--- src/rtl/mod_addr_pkg.sv ---
package mod_addr_pkg;

    localparam int AW = 16;

    typedef enum logic [1:0] {
        UPD_HOLD = 2'd0,
        UPD_INC  = 2'd1,
        UPD_DEC  = 2'd2,
        UPD_OFS  = 2'd3
    } upd_mode_e;

    typedef struct packed {
        logic [AW-1:0] ea;
        logic [AW-1:0] ptr;
    } addr_state_t;

endpackage

--- src/rtl/mod_mask_gen.sv ---
// Smears the highest set bit of the modulus downward to form the block mask (2^k - 1).
module mod_mask_gen #(
    parameter int W = 16
) (
    input  logic [W-1:0] modulus,
    output logic [W-1:0] mask
);
    genvar i;
    generate
        for (i = 0; i < W; i++) begin : g_smear
            assign mask[i] = |modulus[W-1:i];
        end
    endgenerate
endmodule

--- src/rtl/mod_step_gen.sv ---
// Turns the update mode into a signed step, two bits wider than the address.
module mod_step_gen
    import mod_addr_pkg::*;
#(
    parameter int W = 16
) (
    input  upd_mode_e          mode,
    input  logic [W-1:0]       offset,
    output logic signed [W+1:0] step
);
    always_comb begin
        case (mode)
            UPD_INC: step = (W+2)'(1);
            UPD_DEC: step = -(W+2)'(1);
            UPD_OFS: step = {{2{offset[W-1]}}, offset};
            default: step = '0;
        endcase
    end
endmodule

--- src/rtl/mod_wrap_unit.sv ---
// Adds the step and folds the result back into [base, base+modulus].
module mod_wrap_unit #(
    parameter int W = 16
) (
    input  logic [W-1:0]        ptr,
    input  logic signed [W+1:0] step,
    input  logic [W-1:0]        modulus,
    input  logic [W-1:0]        mask,
    input  logic                circ_en,
    output logic [W-1:0]        next
);
    localparam int XW = W + 2;

    logic signed [XW-1:0] sum_x;
    logic signed [XW-1:0] base_x;
    logic signed [XW-1:0] top_x;
    logic signed [XW-1:0] size_x;
    logic signed [XW-1:0] fold_x;

    always_comb begin
        sum_x  = $signed({2'b00, ptr}) + step;
        base_x = $signed({2'b00, ptr & ~mask});
        top_x  = base_x + $signed({2'b00, modulus});
        size_x = $signed({2'b00, modulus}) + XW'(1);
        fold_x = sum_x;
        if (circ_en) begin
            if (sum_x > top_x) begin
                fold_x = sum_x - size_x;
            end else if (sum_x < base_x) begin
                fold_x = sum_x + size_x;
            end
        end
        next = fold_x[W-1:0];
    end
endmodule

--- src/rtl/mod_addr_unit.sv ---
module mod_addr_unit
    import mod_addr_pkg::*;
#(
    parameter int SEL_W        = 2,
    parameter int NUM_CIRC_PTR = 2
) (
    input  logic              clk,
    input  logic              rst_n,
    input  logic [AW-1:0]     ptr_in,
    input  logic [SEL_W-1:0]  ptr_sel,
    input  logic [1:0]        mode,
    input  logic [AW-1:0]     offset,
    input  logic [AW-1:0]     modulus,
    output logic [AW-1:0]     ea_out,
    output logic [AW-1:0]     ptr_out
);
    localparam logic [AW-1:0] LINEAR_CODE = '1;

    upd_mode_e           mode_e;
    logic [AW-1:0]       blk_mask;
    logic signed [AW+1:0] step;
    logic                circ_en;
    logic [AW-1:0]       next_ptr;
    addr_state_t         st_d;
    addr_state_t         st_q;

    assign mode_e  = upd_mode_e'(mode);
    assign circ_en = (int'(ptr_sel) < NUM_CIRC_PTR) && (modulus != LINEAR_CODE);

    mod_mask_gen #(.W(AW)) u_mask (
        .modulus (modulus),
        .mask    (blk_mask)
    );

    mod_step_gen #(.W(AW)) u_step (
        .mode    (mode_e),
        .offset  (offset),
        .step    (step)
    );

    mod_wrap_unit #(.W(AW)) u_wrap (
        .ptr     (ptr_in),
        .step    (step),
        .modulus (modulus),
        .mask    (blk_mask),
        .circ_en (circ_en),
        .next    (next_ptr)
    );

    always_comb begin
        st_d.ea  = ptr_in;
        st_d.ptr = (mode_e == UPD_HOLD) ? ptr_in : next_ptr;
    end

    always_ff @(posedge clk or negedge rst_n) begin
        if (!rst_n) begin
            st_q <= '0;
        end else begin
            st_q <= st_d;
        end
    end

    assign ea_out  = st_q.ea;
    assign ptr_out = st_q.ptr;
endmodule

--- config.mk ---
export PLATFORM = sky130hd
export DESIGN_NAME = mod_addr_unit
export DESIGN_NICKNAME = d
export VERILOG_FILES = /design/src/rtl/mod_addr_pkg.sv /design/src/rtl/mod_mask_gen.sv /design/src/rtl/mod_step_gen.sv /design/src/rtl/mod_wrap_unit.sv /design/src/rtl/mod_addr_unit.sv
export SDC_FILE = /design/constraint.sdc
export NUM_CORES = 1
export LEC_CHECK = 0
export ABC_AREA = 1
export BUFFER_PORTS_ARGS = -buffer_cell sky130_fd_sc_hd__buf_4
export CAP_MARGIN = 15
export CORE_AREA = 2 2 105 117
export DETAILED_ROUTE_END_ITERATION = 6
export DIE_AREA = 0 0 107 119
export PLACE_DENSITY = 0.78
export SYNTH_ARGS = -nofsm -noshare
export SYNTH_HDL_FRONTEND = slang
export SYNTH_SLANG_ARGS = --single-unit
--- constraint.sdc ---
create_clock -name clk -period 0.8 [get_ports clk]
set_input_delay 0.08 -clock clk [delete_from_list [all_inputs] [get_ports clk]]
set_output_delay 0.08 -clock clk [all_outputs]
set_load 0.02 [all_outputs]
## Yosys cells after proc, flatten, opt, wreduce, memory -nomap -nowiden

Cells that the tools add are included.

| word-level totals | value |
|---|---|
| register bits | 32 |
| bits of input ports | 54 |
| output and inout bits | 32 |
| word-level logic and storage cells | 38 |

| operators by class | value |
|---|---|
| add/sub/neg operators | 5 |
| magnitude comparators | 3 |
| equal/unequal tests | 4 |
| mux-type cells | 5 |
| bitwise operators | 2 |
| reductions and logical operators | 17 |

Operator list:

| operator | number |
|---|---|
| $mux W16 | 4 |
| $pmux W18 S3 | 1 |
| $add A17 B18 Y18 | 1 |
| $gt A18 B18 Y1 | 1 |
| $lt A18 B17 Y1 | 1 |
| $add A16 B16 Y17 | 1 |
| $add A16 B1 Y16 const B | 1 |
| $add A16 B16 Y16 | 1 |
| $and A16 B16 Y16 | 1 |
| $ne A16 B16 Y1 const B | 1 |
| $not A16 Y16 | 1 |
| $reduce_or A16 Y1 | 1 |
| $sub A16 B16 Y16 | 1 |
| $reduce_or A15 Y1 | 1 |
| $reduce_or A14 Y1 | 1 |
| $reduce_or A13 Y1 | 1 |
| $reduce_or A12 Y1 | 1 |
| $reduce_or A11 Y1 | 1 |
| $reduce_or A10 Y1 | 1 |
| $reduce_or A9 Y1 | 1 |
| $reduce_or A8 Y1 | 1 |
| $reduce_or A7 Y1 | 1 |
| $reduce_or A6 Y1 | 1 |
| $reduce_or A5 Y1 | 1 |
| 8 further kinds | 9 |

## Depth between registers and ports, before layout

| logic depth | value |
|---|---|
| word-level depth | 8 |
| mapped depth | 40 |
| depth with buffers taken out | 40 |

## By module

From an unflattened synthesis, not the netlist that was laid out.

| unflattened totals | value |
|---|---|
| cells, all modules | 1038 |
| area, all modules | 6399.9 um^2 |

Modules (own cells, without submodules):

| module | instances | cells an instance | area each (um^2) | sequential area each (um^2) |
|---|---|---|---|---|
| mod_wrap_unit | 1 | 843 | 4868.4 | 0.0 |
| mod_addr_unit | 1 | 100 | 1093.5 | 800.8 |
| mod_mask_gen | 1 | 54 | 259.0 | 0.0 |
| mod_step_gen | 1 | 41 | 178.9 | 0.0 |

## Worst setup path before layout

OpenSTA, ideal clock, no wires.

| path | value |
|---|---|
| path kind | input to register |
| from | in modulus[14] |
| to | reg st_q, in the netlist ptr_out[15] |
| library setup time | 0.128 ns |
| data arrival time | 3.653 ns |
| data required time | 0.672 ns |
| setup slack | -2.981 ns |
| stages on the path | 38 |
| path buffers | 0 |
| path through | inv_1 -> nand2_1 -> nor2_2 -> nand3_1 -> inv_1 -> nand2_1 -> inv_1 -> nand2_1 -> inv_1 -> nand3_1 -> inv_1 -> ha_1 -> nand2_1 -> nor3_1 -> nand2_1 -> o211ai_1 -> a21oi_1 -> o21ai_0 -> [2 not listed] -> a21oi_1 -> o21ai_0 -> xor2_1 -> ha_1 -> nand2_1 -> nor2_1 -> a211oi_1 -> nand2_1 -> nand2_1 -> nand2_1 -> nand2_1 -> nand2_1 -> nand3_4 -> clkinv_1 -> a21oi_1 -> nand2_1 -> nand2_1 -> o21ai_1 |

RTL lines:

| element | RTL line | text |
|---|---|---|
| start, declared | mod_addr_unit.sv:13 | `input logic [AW-1:0] modulus,` |
| end signal, assigned | mod_addr_unit.sv:59 | `st_q <= st_d;` |
| end, declared | mod_addr_unit.sv:25 | `addr_state_t st_q;` |

==> flow_summary.ini <==
[outcome]
status = finished, violations left
failed_checks = design-rule violations, negative setup slack

[synth]
ys.flop_type = dfrtp_1
synth.top_cell.area_share = 0.196
post-synth-top-count-cell = nand2_1
yosysTopAreaCell = ha_1
synth-seq-cells = 32
syn_area_sq_um = 6120
synth_common_cells = nand2_1, inv_1, ha_1, nor2_1, a21oi_1
yosysUniqueCellTypes = 51
ys.warnings.count = 0
synth_nets = 1118
synthArstFlopShare = 1.00
synth_area_per_cell_sq_um = 6.35
ys_seq_area_frac = 0.131
synth_area_leaders = ha_1, nand2_1, dfrtp_1
synth_cells = 964
synth-edff-count = 0

[place]
placed_area_sq_um = 9120
io_buffers = 84
dp_hpwl_microns = 17700
place_ws_ns = -3.51
gp_congestion = 0.981

[hold_path]
min_path_cells = 2
min_from = ptr_in[8]
whs_endpoint = ea_out[8]
hp-class = primary input to flip-flop

[sta]
period_needed_ns = 5.02
hold_viol = 0
tightest_slew_ns = 0.704
whs_ns = 0.0384
finalMaxSlewViolations = 0
fin_crit_sh = 6.27
setup_violations = 48
fin_ws_ns = -4.22
slew_headroom = 0.531
fmax_mhz = 199
rsz0062_at_grt = true
finalSetupTns_ns = -66.46

[final_layout]
syn_to_final_growth_pct = 67.9
post-route-util = 0.877
final_layout_size_suffix_gt1_frac = 0.402
fin_area_sq_um = 10300
nNetsFinal = 1513
fillCellCount = 522

[floorplanning]
core_sq_um = 11700
rows = 42
initial_core_util = 0.522
die_y_microns = 119
num_io_pins = 86
die_w_microns = 107
die_area_sq_um = 12700

[grt]
met3_usage = 0.101
grt_usage = 0.420
grt_max_degree = 33
antenna_found_initial = 3
grt_pass1_wl_microns = 41900
grt_pass1_vias = 8688
met2_usage = 0.713
use_met1 = 0.456
grt.overflow.total = 0
globalRoute.busiestLayer = met2

[pwr]
cellLeakagePower_nw = 5.63
peakVddDrop_mv = 1.94
p_per_area_nw_per_um2 = 1880

[setup_path]
cp_common_cell = nand2_1
slowest_stage = a21oi_1
slowest_delay_ns = 0.57
cp-start-kind = primary input
required_ns = 0.96
worstSetupStartpoint = mode[0]
worstPathMaxFanout = 10
cp_num_buf_inv = 6
crit_path_end_kind = flip-flop
critical_path.top_delay_family = compound AO/OA/AOI/OAI gates
crit_arrival_ns = 5.17
criticalPathCategory = primary input to flip-flop

[cts]
htree_num_levels = 2
root_buffer = clkbuf_16
cts_tree = yes
path_clk_slew_ns = 0.06
clkSinkCount = 32
clk_path_buf_depth = 2
cts_buffers = 5

[route]
drc = 198
drt_iter0_markers = 1799
wl_per_cell_microns = 23.0
totalWireLength_microns = 35000
firstDrtPassIters = 7
viasPerCell = 6.26
vias = 9493
drtAntennaViolNets = 0

[run]
maxCapViolations = 0
power by group:
group,internal (W),total [W],switching [W]
logic,0.00630,0.0149,0.00863
registers,0.00189,0.00209,0.000196
clock network,0.00147,0.00233,0.000862
total,0.00966,0.0193,0.00968
flip-flops by register name, indices dropped and copies added, names as in the netlist:
| name | cells |
|---|---|
| ea_out | 16 |
| ptr_out | 16 |
per-stage QoR:
step / cells / power [W]
after global placement: 1464 / 0.0130
final: 1517 / 0.0193
after floorplan: 964 / 0.00818
after CTS: 1507 / 0.0166
after detailed placement: 1464 / 0.0133
after global routing: 1515 / 0.0200
layout by cell type (no fill, tap or decap), drive strengths merged, types with 6 or more instances in the layout:
cell / count
dlygate4sd3: 9
nand2: 222
clkbuf: 6
nand4: 9
dfrtp: 32
inv: 157
o21bai: 10
nor2: 97
xnor2: 7
ha: 96
a21oi: 79
buf: 394
nand3: 66
nor3: 24
xor2: 55
o21ai: 50
worst max-delay path by stage:
stage	slack, ns	cells after the start	to
final	-4.22	27	ptr_out[15]
after floorplan	-2.68	37	ptr_out[4]
after global placement	-3.38	27	ptr_out[15]
after detailed placement	-3.51	27	ptr_out[15]
after CTS	-2.86	39	ptr_out[15]
after global routing	-4.26	27	ptr_out[15]
timing repair:
| item | CTS | global route |
|---|---|---|
| buffers inserted | 21 | 7 |
| cloned | 5 | 0 |
| endpoints found under the hold margin | 40 | 0 |
| endpoints found under the setup margin | 48 | 48 |
| gates resized for setup | 102 | 58 |
| pin swaps | 43 | 37 |
| hold buffers | 9 | 0 |
logic make-up (layout without fill, tap and decap cells):
family / count (synthesis) / count (layout) / synth area share
xor+xnor: 62 / 62 / 0.0918
other cells: 0 / 3 / 0
fa+ha+maj: 100 / 100 / 0.209
flops: 32 / 32 / 0.131
buf+inv: 179 / 570 / 0.114
compound gates: 166 / 166 / 0.155
simple gates: 425 / 430 / 0.299
final cells by class:
type                       count  area, sq um  share of cell area
clock buffer                   6          129              0.0125
sequential                    32          801              0.0779
tap                          154          193              0.0188
timing repair buffer         403         3260               0.317
clock inverter                 2         35.0             0.00341
multi-input combinational    758         5210               0.507
inverter                     159          641              0.0623
antenna                        3         7.51            0.000731
per-layer routing:
| metal | vias to the layer above | wire length, microns | part of all wire |
|---|---|---|---|
| met5 | - | 200 | 0.0057 |
| met4 | 8 | 4320 | 0.12 |
| met3 | 429 | 5550 | 0.16 |
| met2 | 921 | 14000 | 0.40 |
| met1 | 4210 | 10900 | 0.31 |
| li1 | 3925 | - | - |
Power figures use the tool's default switching activity.
